## src/rtl/ctl_reg_pkg.sv

```systemverilog
package ctl_reg_pkg;

  // word addresses whose behaviour differs from plain storage
  localparam int unsigned A_IRQ_STAT = 0;
  localparam int unsigned A_IRQ_MASK = 1;
  localparam int unsigned A_GFX_CTL  = 6;
  localparam int unsigned A_GFX_MODE = 7;
  localparam int unsigned A_GFX_STAT = 8;

  // single-rule registers
  localparam int unsigned NUM_RULE = 5;

  typedef enum logic [2:0] {
    RULE_SET,     // OR data in
    RULE_CLR,     // AND with inverted data
    RULE_BIT8,    // only bit 8 follows data
    RULE_WZERO,   // any write clears
    RULE_NOBUSY   // store, top bit forced low
  } rule_e;

  // graphics control bit positions
  localparam int unsigned GCTL_RST_BIT   = 0;
  localparam int unsigned GCTL_PAUSE_BIT = 3;
  localparam int unsigned SEL_BIT        = 8;

  function automatic rule_e rule_of(input int unsigned idx);
    case (idx)
      0:       return RULE_SET;
      1:       return RULE_CLR;
      2:       return RULE_BIT8;
      3:       return RULE_WZERO;
      default: return RULE_NOBUSY;
    endcase
  endfunction

  function automatic int unsigned rule_addr(input int unsigned idx);
    if (idx < 4) return 2 + idx;
    return 9;
  endfunction

endpackage

```

## src/rtl/ctl_rule_reg.sv

```systemverilog
module ctl_rule_reg
  import ctl_reg_pkg::*;
#(
  parameter int unsigned       DATA_W  = 32,
  parameter rule_e             KIND    = RULE_SET,
  parameter logic [DATA_W-1:0] RST_VAL = '0
) (
  input  logic              clk,
  input  logic              rst,
  input  logic              we,
  input  logic [DATA_W-1:0] wdata,
  output logic [DATA_W-1:0] q
);

  localparam logic [DATA_W-1:0] BIT8_MASK = DATA_W'(1) << SEL_BIT;

  logic [DATA_W-1:0] nxt;

  always_comb begin
    nxt = q;
    case (KIND)
      RULE_SET:    nxt = q | wdata;
      RULE_CLR:    nxt = q & ~wdata;
      RULE_BIT8:   nxt = (q & ~BIT8_MASK) | (wdata & BIT8_MASK);
      RULE_WZERO:  nxt = '0;
      default: begin
        nxt = wdata;
        nxt[DATA_W-1] = 1'b0;
      end
    endcase
  end

  always_ff @(posedge clk) begin
    if (rst)     q <= RST_VAL;
    else if (we) q <= nxt;
  end

  generate
    if (KIND == RULE_WZERO) begin : g_chk_zero
      a_r9_zero_after_write: assert property (@(posedge clk) disable iff (rst)
        we |=> (q == '0));
    end
    if (KIND == RULE_NOBUSY) begin : g_chk_busy
      a_r12_busy_low: assert property (@(posedge clk) disable iff (rst)
        we |=> !q[DATA_W-1]);
    end
    if (KIND == RULE_BIT8) begin : g_chk_bit8
      a_r8_other_bits_kept: assert property (@(posedge clk) disable iff (rst)
        we |=> ((q & ~BIT8_MASK) == $past(q & ~BIT8_MASK)));
    end
  endgenerate

endmodule

```

## src/rtl/ctl_irq_unit.sv

```systemverilog
module ctl_irq_unit #(
  parameter int unsigned IRQ_W = 16
) (
  input  logic             clk,
  input  logic             rst,
  input  logic             st_we,
  input  logic             mk_we,
  input  logic [IRQ_W-1:0] wlow,
  input  logic [IRQ_W-1:0] evt,
  output logic [IRQ_W-1:0] stat_q,
  output logic [IRQ_W-1:0] mask_q,
  output logic             irq
);

  logic [IRQ_W-1:0] clr_bits;

  assign clr_bits = st_we ? wlow : '0;

  always_ff @(posedge clk) begin
    if (rst) begin
      stat_q <= '0;
      mask_q <= '0;
      irq    <= 1'b0;
    end else begin
      // events win over a same-cycle clear
      stat_q <= (stat_q & ~clr_bits) | evt;
      if (mk_we) mask_q <= mask_q ^ wlow;
      irq <= |(stat_q & mask_q);
    end
  end

  a_r2_w1c: assert property (@(posedge clk) disable iff (rst)
    (st_we && evt == '0) |=> (stat_q == $past(stat_q & ~wlow)));

  a_r3_evt_wins: assert property (@(posedge clk) disable iff (rst)
    (|evt) |=> ((stat_q & $past(evt)) == $past(evt)));

  a_r4_mask_xor: assert property (@(posedge clk) disable iff (rst)
    mk_we |=> (mask_q == $past(mask_q ^ wlow)));

  a_r4_mask_hold: assert property (@(posedge clk) disable iff (rst)
    !mk_we |=> $stable(mask_q));

endmodule

```

## src/rtl/ctl_gfx_unit.sv

```systemverilog
module ctl_gfx_unit
  import ctl_reg_pkg::*;
#(
  parameter int unsigned DATA_W = 32
) (
  input  logic              clk,
  input  logic              rst,
  input  logic              ctl_we,
  input  logic              mode_we,
  input  logic              stat_we,
  input  logic [DATA_W-1:0] wdata,
  output logic [DATA_W-1:0] ctl_q,
  output logic [DATA_W-1:0] mode_q,
  output logic [DATA_W-1:0] gstat_q,
  output logic              rst_pulse,
  output logic              pause
);

  localparam logic [DATA_W-1:0] CTL_KEEP = DATA_W'(1) << GCTL_PAUSE_BIT;

  always_ff @(posedge clk) begin
    if (rst) begin
      ctl_q     <= '0;
      mode_q    <= '0;
      gstat_q   <= '0;
      rst_pulse <= 1'b0;
      pause     <= 1'b0;
    end else begin
      rst_pulse <= ctl_we & wdata[GCTL_RST_BIT];
      if (ctl_we) begin
        ctl_q <= wdata & CTL_KEEP;
        pause <= wdata[GCTL_PAUSE_BIT];
      end
      if (mode_we) begin
        mode_q     <= wdata;
        gstat_q[0] <= wdata[0];
        gstat_q[2] <= wdata[2];
      end else if (stat_we) begin
        gstat_q <= wdata;
      end
    end
  end

  a_r10_pulse_once: assert property (@(posedge clk) disable iff (rst)
    rst_pulse |=> !rst_pulse);

  a_r10_pause_matches_ctl: assert property (@(posedge clk) disable iff (rst)
    pause == ctl_q[GCTL_PAUSE_BIT]);

  a_r11_mirror: assert property (@(posedge clk) disable iff (rst)
    mode_we |=> (gstat_q[0] == mode_q[0] && gstat_q[2] == mode_q[2]));

endmodule

```

## src/rtl/ctl_plain_store.sv

```systemverilog
module ctl_plain_store #(
  parameter int unsigned ADDR_W = 4,
  parameter int unsigned DATA_W = 32
) (
  input  logic              clk,
  input  logic              rst,
  input  logic              we,
  input  logic [ADDR_W-1:0] waddr,
  input  logic [DATA_W-1:0] wdata,
  input  logic              re,
  input  logic [ADDR_W-1:0] raddr,
  output logic [DATA_W-1:0] rdata
);

  localparam int unsigned DEPTH = 1 << ADDR_W;

  logic [DATA_W-1:0] mem [DEPTH];

  always_ff @(posedge clk) begin
    if (we) mem[waddr] <= wdata;
  end

  always_ff @(posedge clk) begin
    if (rst)     rdata <= '0;
    else if (re) rdata <= mem[raddr];
  end

endmodule

```

## src/rtl/ctl_reg_bank.sv

```systemverilog
module ctl_reg_bank
  import ctl_reg_pkg::*;
#(
  parameter int unsigned       ADDR_W   = 4,
  parameter int unsigned       DATA_W   = 32,
  parameter int unsigned       IRQ_W    = 16,
  parameter logic [DATA_W-1:0] CLR_RST  = '1,
  parameter logic [DATA_W-1:0] ZERO_RST = 'hFF
) (
  input  logic              clk,
  input  logic              rst,
  input  logic              wr_en,
  input  logic [ADDR_W-1:0] wr_addr,
  input  logic [DATA_W-1:0] wr_data,
  input  logic              rd_en,
  input  logic [ADDR_W-1:0] rd_addr,
  output logic [DATA_W-1:0] rd_data,
  input  logic [IRQ_W-1:0]  evt_set,
  output logic              irq,
  output logic              gfx_rst_pulse,
  output logic              gfx_pause
);

  logic [IRQ_W-1:0]  stat_q, mask_q;
  logic [DATA_W-1:0] gctl_q, gmode_q, gstat_q;
  logic [DATA_W-1:0] rule_q [NUM_RULE];
  logic [DATA_W-1:0] store_rd;
  logic [DATA_W-1:0] spec_val, spec_q;
  logic              spec_hit, spec_sel_q;

  function automatic logic hit(input logic [ADDR_W-1:0] a, input int unsigned idx);
    return a == ADDR_W'(idx);
  endfunction

  ctl_irq_unit #(.IRQ_W(IRQ_W)) u_irq (
    .clk    (clk),
    .rst    (rst),
    .st_we  (wr_en && hit(wr_addr, A_IRQ_STAT)),
    .mk_we  (wr_en && hit(wr_addr, A_IRQ_MASK)),
    .wlow   (wr_data[IRQ_W-1:0]),
    .evt    (evt_set),
    .stat_q (stat_q),
    .mask_q (mask_q),
    .irq    (irq)
  );

  ctl_gfx_unit #(.DATA_W(DATA_W)) u_gfx (
    .clk       (clk),
    .rst       (rst),
    .ctl_we    (wr_en && hit(wr_addr, A_GFX_CTL)),
    .mode_we   (wr_en && hit(wr_addr, A_GFX_MODE)),
    .stat_we   (wr_en && hit(wr_addr, A_GFX_STAT)),
    .wdata     (wr_data),
    .ctl_q     (gctl_q),
    .mode_q    (gmode_q),
    .gstat_q   (gstat_q),
    .rst_pulse (gfx_rst_pulse),
    .pause     (gfx_pause)
  );

  generate
    for (genvar i = 0; i < NUM_RULE; i++) begin : g_rule
      localparam rule_e KIND = rule_of(i);
      localparam logic [DATA_W-1:0] RV =
        (KIND == RULE_CLR)   ? CLR_RST  :
        (KIND == RULE_WZERO) ? ZERO_RST : '0;
      ctl_rule_reg #(.DATA_W(DATA_W), .KIND(KIND), .RST_VAL(RV)) u_reg (
        .clk   (clk),
        .rst   (rst),
        .we    (wr_en && hit(wr_addr, rule_addr(i))),
        .wdata (wr_data),
        .q     (rule_q[i])
      );
    end
  endgenerate

  // every write lands in the store; listed addresses are read from their own logic
  ctl_plain_store #(.ADDR_W(ADDR_W), .DATA_W(DATA_W)) u_store (
    .clk   (clk),
    .rst   (rst),
    .we    (wr_en),
    .waddr (wr_addr),
    .wdata (wr_data),
    .re    (rd_en),
    .raddr (rd_addr),
    .rdata (store_rd)
  );

  always_comb begin
    spec_val = '0;
    spec_hit = 1'b1;
    if      (hit(rd_addr, A_IRQ_STAT)) spec_val = DATA_W'(stat_q);
    else if (hit(rd_addr, A_IRQ_MASK)) spec_val = DATA_W'(mask_q);
    else if (hit(rd_addr, A_GFX_CTL))  spec_val = gctl_q;
    else if (hit(rd_addr, A_GFX_MODE)) spec_val = gmode_q;
    else if (hit(rd_addr, A_GFX_STAT)) spec_val = gstat_q;
    else                               spec_hit = 1'b0;
    for (int i = 0; i < NUM_RULE; i++) begin
      if (hit(rd_addr, rule_addr(i))) begin
        spec_val = rule_q[i];
        spec_hit = 1'b1;
      end
    end
  end

  always_ff @(posedge clk) begin
    if (rst) begin
      spec_q     <= '0;
      spec_sel_q <= 1'b0;
    end else if (rd_en) begin
      spec_q     <= spec_val;
      spec_sel_q <= spec_hit;
    end
  end

  assign rd_data = spec_sel_q ? spec_q : store_rd;

  a_r13_read_hold: assert property (@(posedge clk) disable iff (rst)
    !rd_en |=> $stable(rd_data));

endmodule

```

## config.mk

```make
export PLATFORM = sky130hd
export DESIGN_NAME = ctl_reg_bank
export DESIGN_NICKNAME = d
export VERILOG_FILES = /design/src/rtl/ctl_reg_pkg.sv /design/src/rtl/ctl_rule_reg.sv /design/src/rtl/ctl_irq_unit.sv /design/src/rtl/ctl_gfx_unit.sv /design/src/rtl/ctl_plain_store.sv /design/src/rtl/ctl_reg_bank.sv
export SDC_FILE = /design/constraint.sdc
export NUM_CORES = 1
export LEC_CHECK = 0
export BUFFER_PORTS_ARGS = -buffer_cell sky130_fd_sc_hd__buf_2
export CORE_AREA = 3 3 238 240
export CTS_CLUSTER_SIZE = 8
export DETAILED_ROUTE_END_ITERATION = 8
export DIE_AREA = 0 0 241 243
export PLACE_DENSITY_LB_ADDON = 0.15
export SKIP_CTS_REPAIR_TIMING = 1
export SYNTH_ARGS = -nofsm -noshare
export SYNTH_HDL_FRONTEND = slang
export SYNTH_SLANG_ARGS = --single-unit
```

## constraint.sdc

```tcl
create_clock -name clk -period 2.56 [get_ports clk]
set_input_delay 0.128 -clock clk [delete_from_list [all_inputs] [get_ports clk]]
set_output_delay 0.128 -clock clk [all_outputs]
set_load 0.02 [all_outputs]
```

==> results_dict.tcl <==
set metrics [dict create \
    drt-total-wl_mm 82.94 \
    violations "negative hold slack" \
    synthArstFlopShare_pct 0 \
    synth.top_cell.area_share_pct 50.34 \
    end_kind "output port" \
    synth_top_family_by_area "multiplexers" \
    yosys.area_share.simple_pct 8.246 \
    power_mw 28.32 \
    wl_met1_mm 33.70 \
    synth_most_common_cell "edfxtp_1" \
    postSynthCellCount 2273 \
    die_h_um 243 \
    hold_slack_ns -0.01243 \
    worstMarginPinSlew_ns 1.065 \
    area_growth_pct 16.71 \
    instances_no_fill 3214 \
    synthAdderAreaFrac_pct 0 \
    cp.arrival_ns 2.19 \
    dr_wl_met2_mm 39.39 \
    synth_seq_cells 773 \
    initial_core_util_pct 55.66 \
    routed-via-count 20040 \
    gp_congestion 0.8559 \
    grtUsageTotal_pct 28.23 \
    rows 86 \
    crit_chain "buf_4, mux2_2, buf_2" \
    cts_root_buf "clkbuf_16" \
    setup_viol 0 \
    post_dp_cell_area_mm2 0.03218 \
    critical-path-top-delay-family "flip-flops" \
    grt_remaining_overflow 0 \
    outcome "complete, but fails checks" \
    die_area_mm2 0.05856 \
    cts_buffer_depth 3 \
    fin_setup_tns_ns 0 \
    critPathLaunchType "flip-flop" \
    fin_nets 2500 \
    drc_errors 0 \
    place_ws_ns 0.4241 \
    vias_per_cell 6.235 \
    fp.dieW_um 241 \
    peakVddDrop_mv 0.6071 \
    numPortBuffers 94 \
    crit_slowest_cell "dfxtp_2" \
    antenna_found_initial 1 \
    hold_path_startpoint "wr_data[13]" \
    grt_pass1_wl_mm 122.0 \
    crit_buf_inv 2 \
    yosys.area_share.xor_xnor_pct 0.4588 \
    p_leak_nw 12.25 \
    r2r-start "u_store.mem[15][30]" \
    fmax_ghz 0.4307 \
    cap_violations 0 \
    clock_latency_ns 0.64 \
    critPathMaxStageDelay_ns 0.67 \
    slew_violations 0 \
    path_class "reg -> out" \
    syn_nets 2333 \
    critical_path_peak_fanout 15 \
    clk_pin_slew_ns 0.05 \
    grt_pass1_vias 19500 \
    ios 95 \
    cts.sinks 773 \
    final_area_mm2 0.03565 \
    fin_skew_ns 0.01961 \
    yosys-mux-area-fraction_pct 10.78 \
    synthTopCellsByCount "edfxtp_1 (512), nand2_1 (286), dfxtp_1 (261), a21oi_1 (216), nor2_1 (156)" \
    drt_iter0_drc 2265 \
    grt_max_degree 145 \
    cts_made_buffers 106 \
    highest_layer "met4" \
    post_route_cells_drive_above_1_share_pct 15.70 \
    avgSynthCellArea_um2 13.44 \
    yosysWarnings 0 \
    htree_levels 3 \
    netlist_area_mm2 0.03054 \
    powerDensity_mw_per_mm2 794.5 \
    core_mm2 0.05488 \
    synth.distinct_cells 60 \
    worst-endpoint-required_ns 2.43 \
    synth_compound_area_share_pct 10.03 \
    antenna_left 0 \
    hold_viol_final 3 \
    post-route-period-util_pct 90.70 \
    hold_path.class "in -> reg" \
    synth.area.top_cells "edfxtp_1 (50%), dfxtp_1 (17%), mux2i_1 (4.3%)" \
    cts_tree "yes" \
    fin_ws_ns 0.2382 \
    synth_flop_cell "edfxtp_1" \
    post-route-min-period_ns 2.322 \
    wl_per_cell_um 25.80 \
    worstSetupStartpoint "spec_sel_q" \
    met3_wirelength_mm 7.730 \
    grt_setup_unrepaired "no" \
    dpl.cell_count 2993 \
    max_slew_margin_pct 29.03 \
    yosys.area.top_type "edfxtp_1" \
    firstDrtPassIters 5 \
    yosysSeqAreaShare_pct 67.44 \
    dp_hpwl_mm 47.20 \
    synth-edff-count 512 \
]
cell families (layout without fill, tap and decap cells):
family / Yosys count / count (layout)
AOI/OAI and AO/OA: 486 / 486
xor gates and xnor gates: 16 / 16
buffers and inverters: 183 / 419
DFF: 773 / 773
muxes: 234 / 234
other: 0 / 1
and+or+nand+nor: 581 / 581
worst reg2reg max path, delay by kind of cell, from the launching register on:
family | cells | cell delay [ns]
simple gates | 2 | 0.43
mux | 1 | 0.49
compound gates | 1 | 0.25
flops | 1 | 0.37
registers in the layout (all words and copies together), names as in the netlist:
signal and flops:
u_gfx.gstat_q 32, u_gfx.rst_pulse 1, u_gfx.pause 1, u_irq.irq 1
u_gfx.mode_q 32, g_rule.u_reg.q 97, u_irq.mask_q 16, spec_sel_q 1
u_store.mem 512, u_store.rdata 32, spec_q 32, u_irq.stat_q 16
cells in the final DEF, fill, tap and decap left out, types with 32 or more instances in the layout:
cell and n:
edfxtp_1 512, nand2_1 286, dfxtp_1 260, a21oi_1 216, nor2_1 146, mux2i_1 131
clkbuf_16 109, buf_2 91, o22ai_1 88, clkbuf_1 63, buf_4 53, dlygate4sd3_1 43
nor3_1 39, mux2_2 37, mux4_2 37, a22o_1 35, nor4_1 32
power by group:
part	internal (mW)	switching [mW]
combinational	0.661	1.13
clock	7.79	4.97
sequential	13.6	0.157
total	22.1	6.26
metal layers:
layer / GRT usage [%] / vias up
li1: - / 8877
met5: 0 / -
met2: 43.67 / 998
met3: 6.011 / 155
met1: 39.87 / 10010
met4: 10.05 / 0
layout make-up:
class                   count  area, um2
well taps                 704      880.8
fillers                  3981      19230
multi-input cells        1317       9109
clock inverters             5      68.82
inverters                  21      78.83
diodes                      1      2.502
flip-flops and latches    773      20600
clock buffers             172       2964
repair buffers            221       1944
final timing paths:
check / slack [ns] / to / cells past startpoint
worst max-delay path: 0.24 / rd_data[9] / 3
worst min-delay path: -0.01 / u_gfx.gstat_q[13] / 3
worst max register to register: 0.87 / u_store.rdata[30] / 4
worst min register to register: 0.45 / g_rule[1].u_reg.q[31] / 2
through the flow:
stage | utilization, % | hold slack [ns]
floorplan | - | 0.2269
global placement | 58.65 | 0.3306
detailed placement | 58.65 | 0.3428
CTS | 64.17 | -0.3267
global route | 64.96 | 0.0009925
finish | 64.96 | -0.01243
No activity file was read; power rests on OpenSTA's default activity.
